## config.mk

```make
export PLATFORM = sky130hd
export DESIGN_NAME = dsi_vid_seq
export DESIGN_NICKNAME = d
export VERILOG_FILES = /design/src/rtl/dsi_seq_pkg.sv /design/src/rtl/dsi_seq_ecc.sv /design/src/rtl/dsi_seq_ctrl.sv /design/src/rtl/dsi_seq_ser.sv /design/src/rtl/dsi_vid_seq.sv
export SDC_FILE = /design/constraint.sdc
export NUM_CORES = 1
export LEC_CHECK = 0
export CAP_MARGIN = 25
export CORE_MARGIN = 10
export CORE_UTILIZATION = 54
export DETAILED_ROUTE_END_ITERATION = 8
export HOLD_SLACK_MARGIN = 0.02
export PLACE_DENSITY = 0.77
export SYNTH_ARGS = -nofsm -noshare
export SYNTH_HDL_FRONTEND = slang
export SYNTH_SLANG_ARGS = --single-unit
```

## constraint.sdc

```tcl
create_clock -name clk -period 10.6 [get_ports clk]
set_clock_uncertainty 0.2 [all_clocks]
set_input_delay 2.12 -clock clk [delete_from_list [all_inputs] [get_ports clk]]
set_output_delay 2.12 -clock clk [all_outputs]
set_load 0.01 [all_outputs]
```

## src/rtl/dsi_seq_pkg.sv

```systemverilog
`timescale 1ns/1ps
package dsi_seq_pkg;
  localparam int WC_W = 16;

  localparam logic [5:0] DT_VSS   = 6'h01;
  localparam logic [5:0] DT_VSE   = 6'h11;
  localparam logic [5:0] DT_HSS   = 6'h21;
  localparam logic [5:0] DT_HSE   = 6'h31;
  localparam logic [5:0] DT_BLANK = 6'h19;
  localparam logic [5:0] DT_RGB   = 6'h3E;

  typedef enum logic [1:0] {RG_VSA, RG_VBP, RG_ACT, RG_VFP} region_e;
  typedef enum logic [1:0] {SR_IDLE, SR_HDR, SR_PAY, SR_CKS} ser_st_e;

  typedef struct packed {
    logic [5:0]      dt;
    logic [WC_W-1:0] wc;
    logic            is_long;
    logic            is_pix;
  } pkt_desc_t;

  // parity masks over header bits 23:0, one per ECC bit
  function automatic logic [7:0] hdr_ecc(input logic [23:0] d);
    logic [7:0] e;
    e[0] = ^(d & 24'hF12CB7);
    e[1] = ^(d & 24'hF2555B);
    e[2] = ^(d & 24'h749A6D);
    e[3] = ^(d & 24'hB8E38E);
    e[4] = ^(d & 24'hDF03F0);
    e[5] = ^(d & 24'hEFFC00);
    e[7:6] = 2'b00;
    return e;
  endfunction
endpackage

```

## src/rtl/dsi_seq_ecc.sv

```systemverilog
`timescale 1ns/1ps
module dsi_seq_ecc
  import dsi_seq_pkg::*;
(
  input  logic [23:0] hdr,
  output logic [7:0]  ecc
);
  assign ecc = hdr_ecc(hdr);
endmodule

```

## src/rtl/dsi_seq_ctrl.sv

```systemverilog
`timescale 1ns/1ps
module dsi_seq_ctrl
  import dsi_seq_pkg::*;
#(
  parameter int LCNT_W = 10
)(
  input  logic              clk,
  input  logic              rst_n,
  input  logic              start,
  input  logic              busy_i,
  input  logic              sync_event,
  input  logic [1:0]        vchan,
  input  logic [LCNT_W-1:0] vsa_lines,
  input  logic [LCNT_W-1:0] vbp_lines,
  input  logic [LCNT_W-1:0] act_lines,
  input  logic [LCNT_W-1:0] vfp_lines,
  input  logic [WC_W-1:0]   hsa_wc,
  input  logic [WC_W-1:0]   hbp_wc,
  input  logic [WC_W-1:0]   hact_wc,
  input  logic [WC_W-1:0]   hfp_wc,
  input  logic [WC_W-1:0]   bllp_wc,
  input  logic              desc_take,
  output logic              desc_valid,
  output pkt_desc_t         desc,
  output logic [1:0]        vc_o,
  output logic              cfg_err
);
  localparam logic [LCNT_W-1:0] L_ONE = LCNT_W'(1);
  localparam int SUM_W = WC_W + 2;

  // latched frame configuration
  logic              sev_q;
  logic [1:0]        vc_q;
  logic [LCNT_W-1:0] vsa_q, vbp_q, act_q, vfp_q;
  logic [WC_W-1:0]   hsa_q, hbp_q, hact_q, hfp_q, bllp_q;

  logic              run_q, run_d;
  region_e           rg_q, rg_d;
  logic [LCNT_W-1:0] ln_q, ln_d;
  logic [2:0]        st_q, st_d;
  logic              err_q;

  logic              accept, cfg_ok, go;
  logic [SUM_W-1:0]  gap_sum;
  region_e           first_rg, nxt_rg;
  logic              nxt_ok, last_step, last_line;
  logic [LCNT_W-1:0] cur_lines;
  logic [2:0]        step_nxt;

  assign gap_sum  = SUM_W'(hbp_wc) + SUM_W'(hact_wc) + SUM_W'(hfp_wc);
  assign cfg_ok   = (gap_sum == SUM_W'(bllp_wc)) && ((hact_wc % 16'd3) == '0)
                    && (act_lines != '0);
  assign accept   = start & ~busy_i;
  assign go       = accept & cfg_ok;
  assign first_rg = (vsa_lines != '0) ? RG_VSA :
                    (vbp_lines != '0) ? RG_VBP : RG_ACT;

  always_comb begin
    cur_lines = act_q;
    nxt_rg    = RG_ACT;
    nxt_ok    = 1'b1;
    case (rg_q)
      RG_VSA: begin cur_lines = vsa_q; nxt_rg = (vbp_q != '0) ? RG_VBP : RG_ACT; end
      RG_VBP: begin cur_lines = vbp_q; nxt_rg = RG_ACT; end
      RG_ACT: begin cur_lines = act_q; nxt_rg = RG_VFP; nxt_ok = (vfp_q != '0); end
      default: begin cur_lines = vfp_q; nxt_rg = RG_VFP; nxt_ok = 1'b0; end
    endcase
  end

  assign last_step = (rg_q == RG_ACT) ? (st_q == 3'd5) : (st_q == 3'd3);
  assign last_line = (ln_q == cur_lines - L_ONE);
  assign step_nxt  = (st_q == 3'd0 && sev_q) ? 3'd3 : st_q + 3'd1;

  // packet descriptor for the current step of the current line
  always_comb begin
    desc = '{dt: DT_HSS, wc: '0, is_long: 1'b0, is_pix: 1'b0};
    case (st_q)
      3'd0: begin
        if (ln_q == '0 && rg_q == RG_VSA)      desc.dt = DT_VSS;
        else if (ln_q == '0 && rg_q == RG_VBP) desc.dt = DT_VSE;
      end
      3'd1: desc = '{dt: DT_BLANK, wc: hsa_q, is_long: 1'b1, is_pix: 1'b0};
      3'd2: desc.dt = DT_HSE;
      3'd3: desc = '{dt: DT_BLANK, wc: (rg_q == RG_ACT) ? hbp_q : bllp_q,
                     is_long: 1'b1, is_pix: 1'b0};
      3'd4: desc = '{dt: DT_RGB, wc: hact_q, is_long: 1'b1, is_pix: 1'b1};
      default: desc = '{dt: DT_BLANK, wc: hfp_q, is_long: 1'b1, is_pix: 1'b0};
    endcase
  end

  always_comb begin
    run_d = run_q;
    rg_d  = rg_q;
    ln_d  = ln_q;
    st_d  = st_q;
    if (go) begin
      run_d = 1'b1;
      rg_d  = first_rg;
      ln_d  = '0;
      st_d  = 3'd0;
    end else if (run_q && desc_take) begin
      if (last_step) begin
        st_d = 3'd0;
        if (last_line) begin
          ln_d  = '0;
          rg_d  = nxt_rg;
          run_d = nxt_ok;
        end else begin
          ln_d = ln_q + L_ONE;
        end
      end else begin
        st_d = step_nxt;
      end
    end
  end

  always_ff @(posedge clk or negedge rst_n) begin
    if (!rst_n) begin
      run_q <= 1'b0;
      rg_q  <= RG_VSA;
      ln_q  <= '0;
      st_q  <= '0;
      err_q <= 1'b0;
    end else begin
      run_q <= run_d;
      rg_q  <= rg_d;
      ln_q  <= ln_d;
      st_q  <= st_d;
      if (accept) err_q <= ~cfg_ok;
    end
  end

  always_ff @(posedge clk or negedge rst_n) begin
    if (!rst_n) begin
      sev_q <= 1'b0; vc_q <= '0;
      vsa_q <= '0; vbp_q <= '0; act_q <= '0; vfp_q <= '0;
      hsa_q <= '0; hbp_q <= '0; hact_q <= '0; hfp_q <= '0; bllp_q <= '0;
    end else if (go) begin
      sev_q <= sync_event; vc_q <= vchan;
      vsa_q <= vsa_lines; vbp_q <= vbp_lines; act_q <= act_lines; vfp_q <= vfp_lines;
      hsa_q <= hsa_wc; hbp_q <= hbp_wc; hact_q <= hact_wc; hfp_q <= hfp_wc;
      bllp_q <= bllp_wc;
    end
  end

  assign desc_valid = run_q;
  assign vc_o       = vc_q;
  assign cfg_err    = err_q;
endmodule

```

## src/rtl/dsi_seq_ser.sv

```systemverilog
`timescale 1ns/1ps
module dsi_seq_ser
  import dsi_seq_pkg::*;
(
  input  logic       clk,
  input  logic       rst_n,
  input  logic       desc_valid,
  input  pkt_desc_t  desc,
  input  logic [1:0] vc,
  output logic       desc_take,
  output logic       out_valid,
  output logic [7:0] out_data,
  input  logic       out_ready,
  input  logic [7:0] pix_data,
  input  logic       pix_valid,
  output logic       pix_ready,
  output logic       busy
);
  ser_st_e         st_q, st_d;
  pkt_desc_t       d_q;
  logic [1:0]      idx_q, idx_d;
  logic [WC_W-1:0] cnt_q, cnt_d;
  logic [23:0]     hdr;
  logic [7:0]      ecc;
  logic            fire;

  assign hdr = {d_q.wc, vc, d_q.dt};

  dsi_seq_ecc u_ecc (.hdr(hdr), .ecc(ecc));

  assign desc_take = (st_q == SR_IDLE) & desc_valid;

  always_comb begin
    out_valid = 1'b0;
    out_data  = 8'h00;
    pix_ready = 1'b0;
    case (st_q)
      SR_HDR: begin
        out_valid = 1'b1;
        case (idx_q)
          2'd0:    out_data = hdr[7:0];
          2'd1:    out_data = hdr[15:8];
          2'd2:    out_data = hdr[23:16];
          default: out_data = ecc;
        endcase
      end
      SR_PAY: begin
        if (d_q.is_pix) begin
          out_valid = pix_valid;
          out_data  = pix_data;
          pix_ready = out_ready;
        end else begin
          out_valid = 1'b1;
        end
      end
      SR_CKS:  out_valid = 1'b1;
      default: out_valid = 1'b0;
    endcase
  end

  assign fire = out_valid & out_ready;

  always_comb begin
    st_d  = st_q;
    idx_d = idx_q;
    cnt_d = cnt_q;
    case (st_q)
      SR_IDLE: if (desc_valid) begin st_d = SR_HDR; idx_d = 2'd0; end
      SR_HDR: if (fire) begin
        if (idx_q == 2'd3) begin
          idx_d = 2'd0;
          cnt_d = '0;
          if (!d_q.is_long)       st_d = SR_IDLE;
          else if (d_q.wc == '0)  st_d = SR_CKS;
          else                    st_d = SR_PAY;
        end else begin
          idx_d = idx_q + 2'd1;
        end
      end
      SR_PAY: if (fire) begin
        if (cnt_q == d_q.wc - 16'd1) begin st_d = SR_CKS; idx_d = 2'd0; end
        else cnt_d = cnt_q + 16'd1;
      end
      default: if (fire) begin
        if (idx_q == 2'd1) st_d = SR_IDLE;
        else               idx_d = idx_q + 2'd1;
      end
    endcase
  end

  always_ff @(posedge clk or negedge rst_n) begin
    if (!rst_n) begin
      st_q  <= SR_IDLE;
      idx_q <= '0;
      cnt_q <= '0;
      d_q   <= '0;
    end else begin
      st_q  <= st_d;
      idx_q <= idx_d;
      cnt_q <= cnt_d;
      if (desc_take) d_q <= desc;
    end
  end

  assign busy = (st_q != SR_IDLE);
endmodule

```

## src/rtl/dsi_vid_seq.sv

```systemverilog
`timescale 1ns/1ps
module dsi_vid_seq
  import dsi_seq_pkg::*;
#(
  parameter int LCNT_W = 10
)(
  input  logic              clk,
  input  logic              rst_n,
  input  logic              start,
  input  logic              sync_event,
  input  logic [1:0]        vchan,
  input  logic [LCNT_W-1:0] vsa_lines,
  input  logic [LCNT_W-1:0] vbp_lines,
  input  logic [LCNT_W-1:0] act_lines,
  input  logic [LCNT_W-1:0] vfp_lines,
  input  logic [15:0]       hsa_wc,
  input  logic [15:0]       hbp_wc,
  input  logic [15:0]       hact_wc,
  input  logic [15:0]       hfp_wc,
  input  logic [15:0]       bllp_wc,
  output logic              out_valid,
  input  logic              out_ready,
  output logic [7:0]        out_data,
  input  logic              pix_valid,
  output logic              pix_ready,
  input  logic [7:0]        pix_data,
  output logic              busy,
  output logic              cfg_err
);
  logic      desc_valid, desc_take, ser_busy;
  pkt_desc_t desc;
  logic [1:0] vc_l;

  assign busy = desc_valid | ser_busy;

  dsi_seq_ctrl #(.LCNT_W(LCNT_W)) u_ctrl (
    .clk(clk), .rst_n(rst_n), .start(start), .busy_i(busy),
    .sync_event(sync_event), .vchan(vchan),
    .vsa_lines(vsa_lines), .vbp_lines(vbp_lines),
    .act_lines(act_lines), .vfp_lines(vfp_lines),
    .hsa_wc(hsa_wc), .hbp_wc(hbp_wc), .hact_wc(hact_wc),
    .hfp_wc(hfp_wc), .bllp_wc(bllp_wc),
    .desc_take(desc_take), .desc_valid(desc_valid), .desc(desc),
    .vc_o(vc_l), .cfg_err(cfg_err)
  );

  dsi_seq_ser u_ser (
    .clk(clk), .rst_n(rst_n), .desc_valid(desc_valid), .desc(desc),
    .vc(vc_l), .desc_take(desc_take), .out_valid(out_valid),
    .out_data(out_data), .out_ready(out_ready), .pix_data(pix_data),
    .pix_valid(pix_valid), .pix_ready(pix_ready), .busy(ser_busy)
  );
endmodule

```

==> summary.txt <==
Clock network
  – Root Buffer: clkbuf_16
  – Skew-Pair Late Insertion Delay: 0.44 ns
  – # resized after CTS: 0
  – Hold buffers post-CTS: 0
  – CTS Buffer Depth: 2
  – # clock sinks: 181
  – CTS tree: done
  – Post-CTS setup buffer count: 0
  – Deepest level of the CTS H-tree: 4
  – Num CTS Buffers: 17
  – Worst-path clk slew: 0.06 ns

Die
  – Initial core utilization: 0.554
  – Core area: 22,800 µm²
  – Die Y: 173 µm
  – Row count: 55
  – Die X-Extent: 173 µm
  – Die area: 29,900 µm²
  – # IOs: 148

Place
  – IO buf count: 147
  – Post-DP HPWL: 25,600 µm
  – RD Place Congestion: 0.930

Synthesis
  – Post-synthesis sequential area ratio: 0.359
  – Syn Area/Cell: 10.2 µm²
  – Yosys reg bits: 181
  – Post-synthesis cell area: 12,600 µm²
  – Unique cell type count in the Yosys netlist: 91
  – Syn nets: 1,435
  – Post-synth EDFFs: 0
  – Commonest register cell after synthesis: dfrtp_1
  – Async set or reset register ratio after synthesis: 1.00
  – Synthesis Warnings: 0
  – Cells after Synth: 1,238

Routing
  – Routed wire length: 33,900 µm
  – Drt via density: 6.06
  – Routed vias: 10,257
  – First-pass DRT Iterations: 8
  – Iter 0 DRT Violations: 1,071
  – DRC: 0
  – Per-cell routed wire length: 20.1 µm
  – ANT nets after route: 0

Worst setup path
  – R2R depth: 16
  – Crit path cell chain: clkdlybuf4s50_1 > or3b_1 > o211a_1 > o22ai_2 > or2_1 > o311ai_1 > nor4_2 > nor3_1 > a311oi_1 > a21boi_1 > or2_2 > ha_1 > inv_1 > nand4_1 > a32o_1 > ha_1 > or2_2 > a2111o_1 > nand3_1 > nor4_1 > a2111oi_4 > buf_12 > mux2_1
  – Startpoint types: input pin
  – Worst path slowest cell: clkdlybuf4s50_1
  – CP Capture Type: flip-flop
  – R2R Path End: u_ctrl.hbp_q[15]
  – Slowest stage delay, CP: 0.73 ns
  – R2R setup slack: 5.81 ns
  – Crit path required time: 10.71 ns
  – Arrival time of the worst setup path: 9.18 ns
  – Critical path type: input pin to flip-flop
  – Worst r2r src: u_ser.st_q[0]
  – Crit path max fanout: 70

Final layout
  – Synth-to-Final Area Change: 18.0%
  – Final #Nets: 1,559
  – Fillers: 1,809
  – Seq. cell area: 4530 µm²
  – Multi-input gate area: 7560 µm²
  – Layout cells sized above 1: 0.0713

Power and ir drop
  – PD cells: 121 nW/µm²
  – Leak Pwr: 0.00674 µW
  – VDD IR max: 0.109 mV

Global routing
  – Tot GR Track Use: 0.223
  – Vias in the first global route: 10,491
  – Initial antenna violation count: 4
  – Global-route wire length before repair: 55,300 µm
  – Grt total ovfl: 0
  – Pin count of the biggest net entering global routing: 79

STA
  – Worst Max-Slew Pin Slew: 0.915 ns
  – Final-report hold violation count: 0
  – Post-Route Setup TNS: 0 ns
  – Slew margin rel.: 0.387
  – FMAX: 110 MHz
  – Post-route minimum period: 9.07 ns
  – Final period utilization: 0.856
  – RSZ-0062 raised after global routing: false
  – Setup violators final: 0
  – Hold slack: 0.286 ns
  – Final Slew Violations: 0

Hold path
  – Hold Path Stages: 1
  – Hold path startpoint: u_ctrl.hfp_q[15]
  – Hold endpoint: u_ctrl.hfp_q[15]
  – Worst min-delay path class: flip-flop to flip-flop

Flow run
  – Max_cap viols: 0

Outcome
  – Status: completed
-- flip-flops by register name (all words and copies together), names as in the netlist, 2 cells and up --
name and flops:
u_ser.idx_q 2, u_ser.st_q 2, u_ctrl.bllp_q 16, u_ctrl.ln_q 10, u_ser.cnt_q 16, u_ctrl.vbp_q 10, u_ser.d_q 21, u_ctrl.st_q 3
u_ctrl.hbp_q 16, u_ctrl.vc_o 2, u_ctrl.vsa_q 10, u_ctrl.vfp_q 10, u_ctrl.rg_q 2, u_ctrl.hfp_q 16, u_ctrl.hact_q 16, u_ctrl.act_q 10
u_ctrl.hsa_q 16
-- report_power, final --
part	leakage [µW]	internal [µW]	switching (µW)
clock network	0.000277	331	293
registers	0.00244	698	10.8
logic	0.00402	208	253
-- worst max-delay path by stage --
stage          slack, ns         from                 to  cells after the start
3_5_place_dp        1.24  hact_wc[14]   u_ctrl.hbp_q[14]                     23
2_1_floorplan       2.73  hact_wc[13]  u_ctrl.bllp_q[13]                     24
3_3_place_gp        0.98   hact_wc[0]  u_ctrl.bllp_q[14]                     23
5_1_grt             1.02  hact_wc[14]   u_ctrl.hbp_q[14]                     24
6_report            1.53  hact_wc[14]   u_ctrl.hbp_q[15]                     23
4_1_cts             1.70  hact_wc[13]   u_ctrl.hbp_q[15]                     23
-- worst max-delay path, delay by kind of cell --
family	cells	cell delay [ns]
and+or+nand+nor	9	2.55
AOI/OAI and AO/OA	8	2.28
buffers and inverters	3	1.30
adders and majority gates	2	0.48
muxes	1	0.37
-- cells in the mapped netlist (4+ instances only) --
master    count  area share
o21bai_1     11      0.0065
or2_2         5      0.0025
o21ai_0      39       0.015
a31oi_1       8      0.0040
and2_1       10      0.0050
nand2_1      58       0.017
o21a_1        6      0.0036
mux2_2       18       0.016
mux2i_1       5      0.0040
buf_2         7      0.0028
nor4_1       21       0.010
nand3b_1      6      0.0036
xor2_1       39       0.027
a211oi_1      4      0.0024
or4_1         4      0.0024
or3_1        12      0.0060
nor3_1       24      0.0095
buf_8         8      0.0095
mux4_2       10       0.018
mux2_1      123        0.11
a222oi_1      6      0.0048
a221o_1      16       0.013
nor2_1       71       0.021
nand4_1      13      0.0064
nor4b_1       4      0.0028
inv_1        54       0.016
nor3b_1      10      0.0060
dfrtp_1     181        0.36
a21o_1       19       0.011
xnor2_1      93       0.065
nand3_1      28       0.011
o31ai_1       8      0.0048
a21boi_0      4      0.0024
o22ai_1       7      0.0035
and4b_1       4      0.0032
nand2b_1     12      0.0060
and3_1       10      0.0050
nor2b_1      17      0.0084
buf_1         7      0.0021
a311oi_1      6      0.0042
clkbuf_1     27      0.0080
a21oi_1      71       0.028
ha_1         59       0.059
a22oi_1       5      0.0030
a221oi_1     17       0.012
-- cell families after synthesis --
logic type,synth area share
xor+xnor,0.0917
buf+inv,0.0418
flops,0.359
compound gates,0.152
simple gates,0.146
fa+ha+maj,0.0617
mux,0.148
-- per-layer routing --
metal	up-vias	GRT usage	wire length, µm
met2	368	0.379	16600
met5	-	0	0
met1	5006	0.280	14500
met3	66	0.0403	1990
li1	4817	-	-
met4	0	0.0765	835
-- layout by cell type (no fill, tap or decap), types with 19 or more instances in the layout --
master	synthesis	layout
a21o_1	19	19
ha_1	59	59
nor2_1	71	70
nand3_1	28	28
inv_1	54	54
mux2_1	123	123
a21oi_1	71	71
clkdlybuf4s50_1	0	146
nor3_1	24	24
nor4_1	21	21
xnor2_1	93	93
o21ai_0	39	39
nand2_1	58	58
xor2_1	39	39
dfrtp_1	181	181
-- metrics by stage --
stage | area (µm²) | cells | power [µW] | util | setup WS (ns)
2_1_floorplan | 12600 | 1238 | 1020 | - | 2.73
3_3_place_gp | 14200 | 1653 | 1170 | 0.625 | 0.979
3_5_place_dp | 14300 | 1655 | 1180 | 0.627 | 1.24
4_1_cts | 14800 | 1687 | 1800 | 0.652 | 1.70
5_1_grt | 14900 | 1692 | 1880 | 0.653 | 1.02
6_report | 14900 | 1692 | 1790 | 0.653 | 1.53
-- cell type report --
class                           count  share of cell area
Timing Repair Buffer              158               0.109
Inverter                           54              0.0136
Sequential cell                   181               0.304
Multi-Input combinational cell    950               0.508
Antenna cell                        4            0.000673
Clock buffer                       18              0.0288
Tap cell                          313              0.0263
Clock inverter                     14             0.00967
Note: power is estimated with default switching activity, not from simulation.
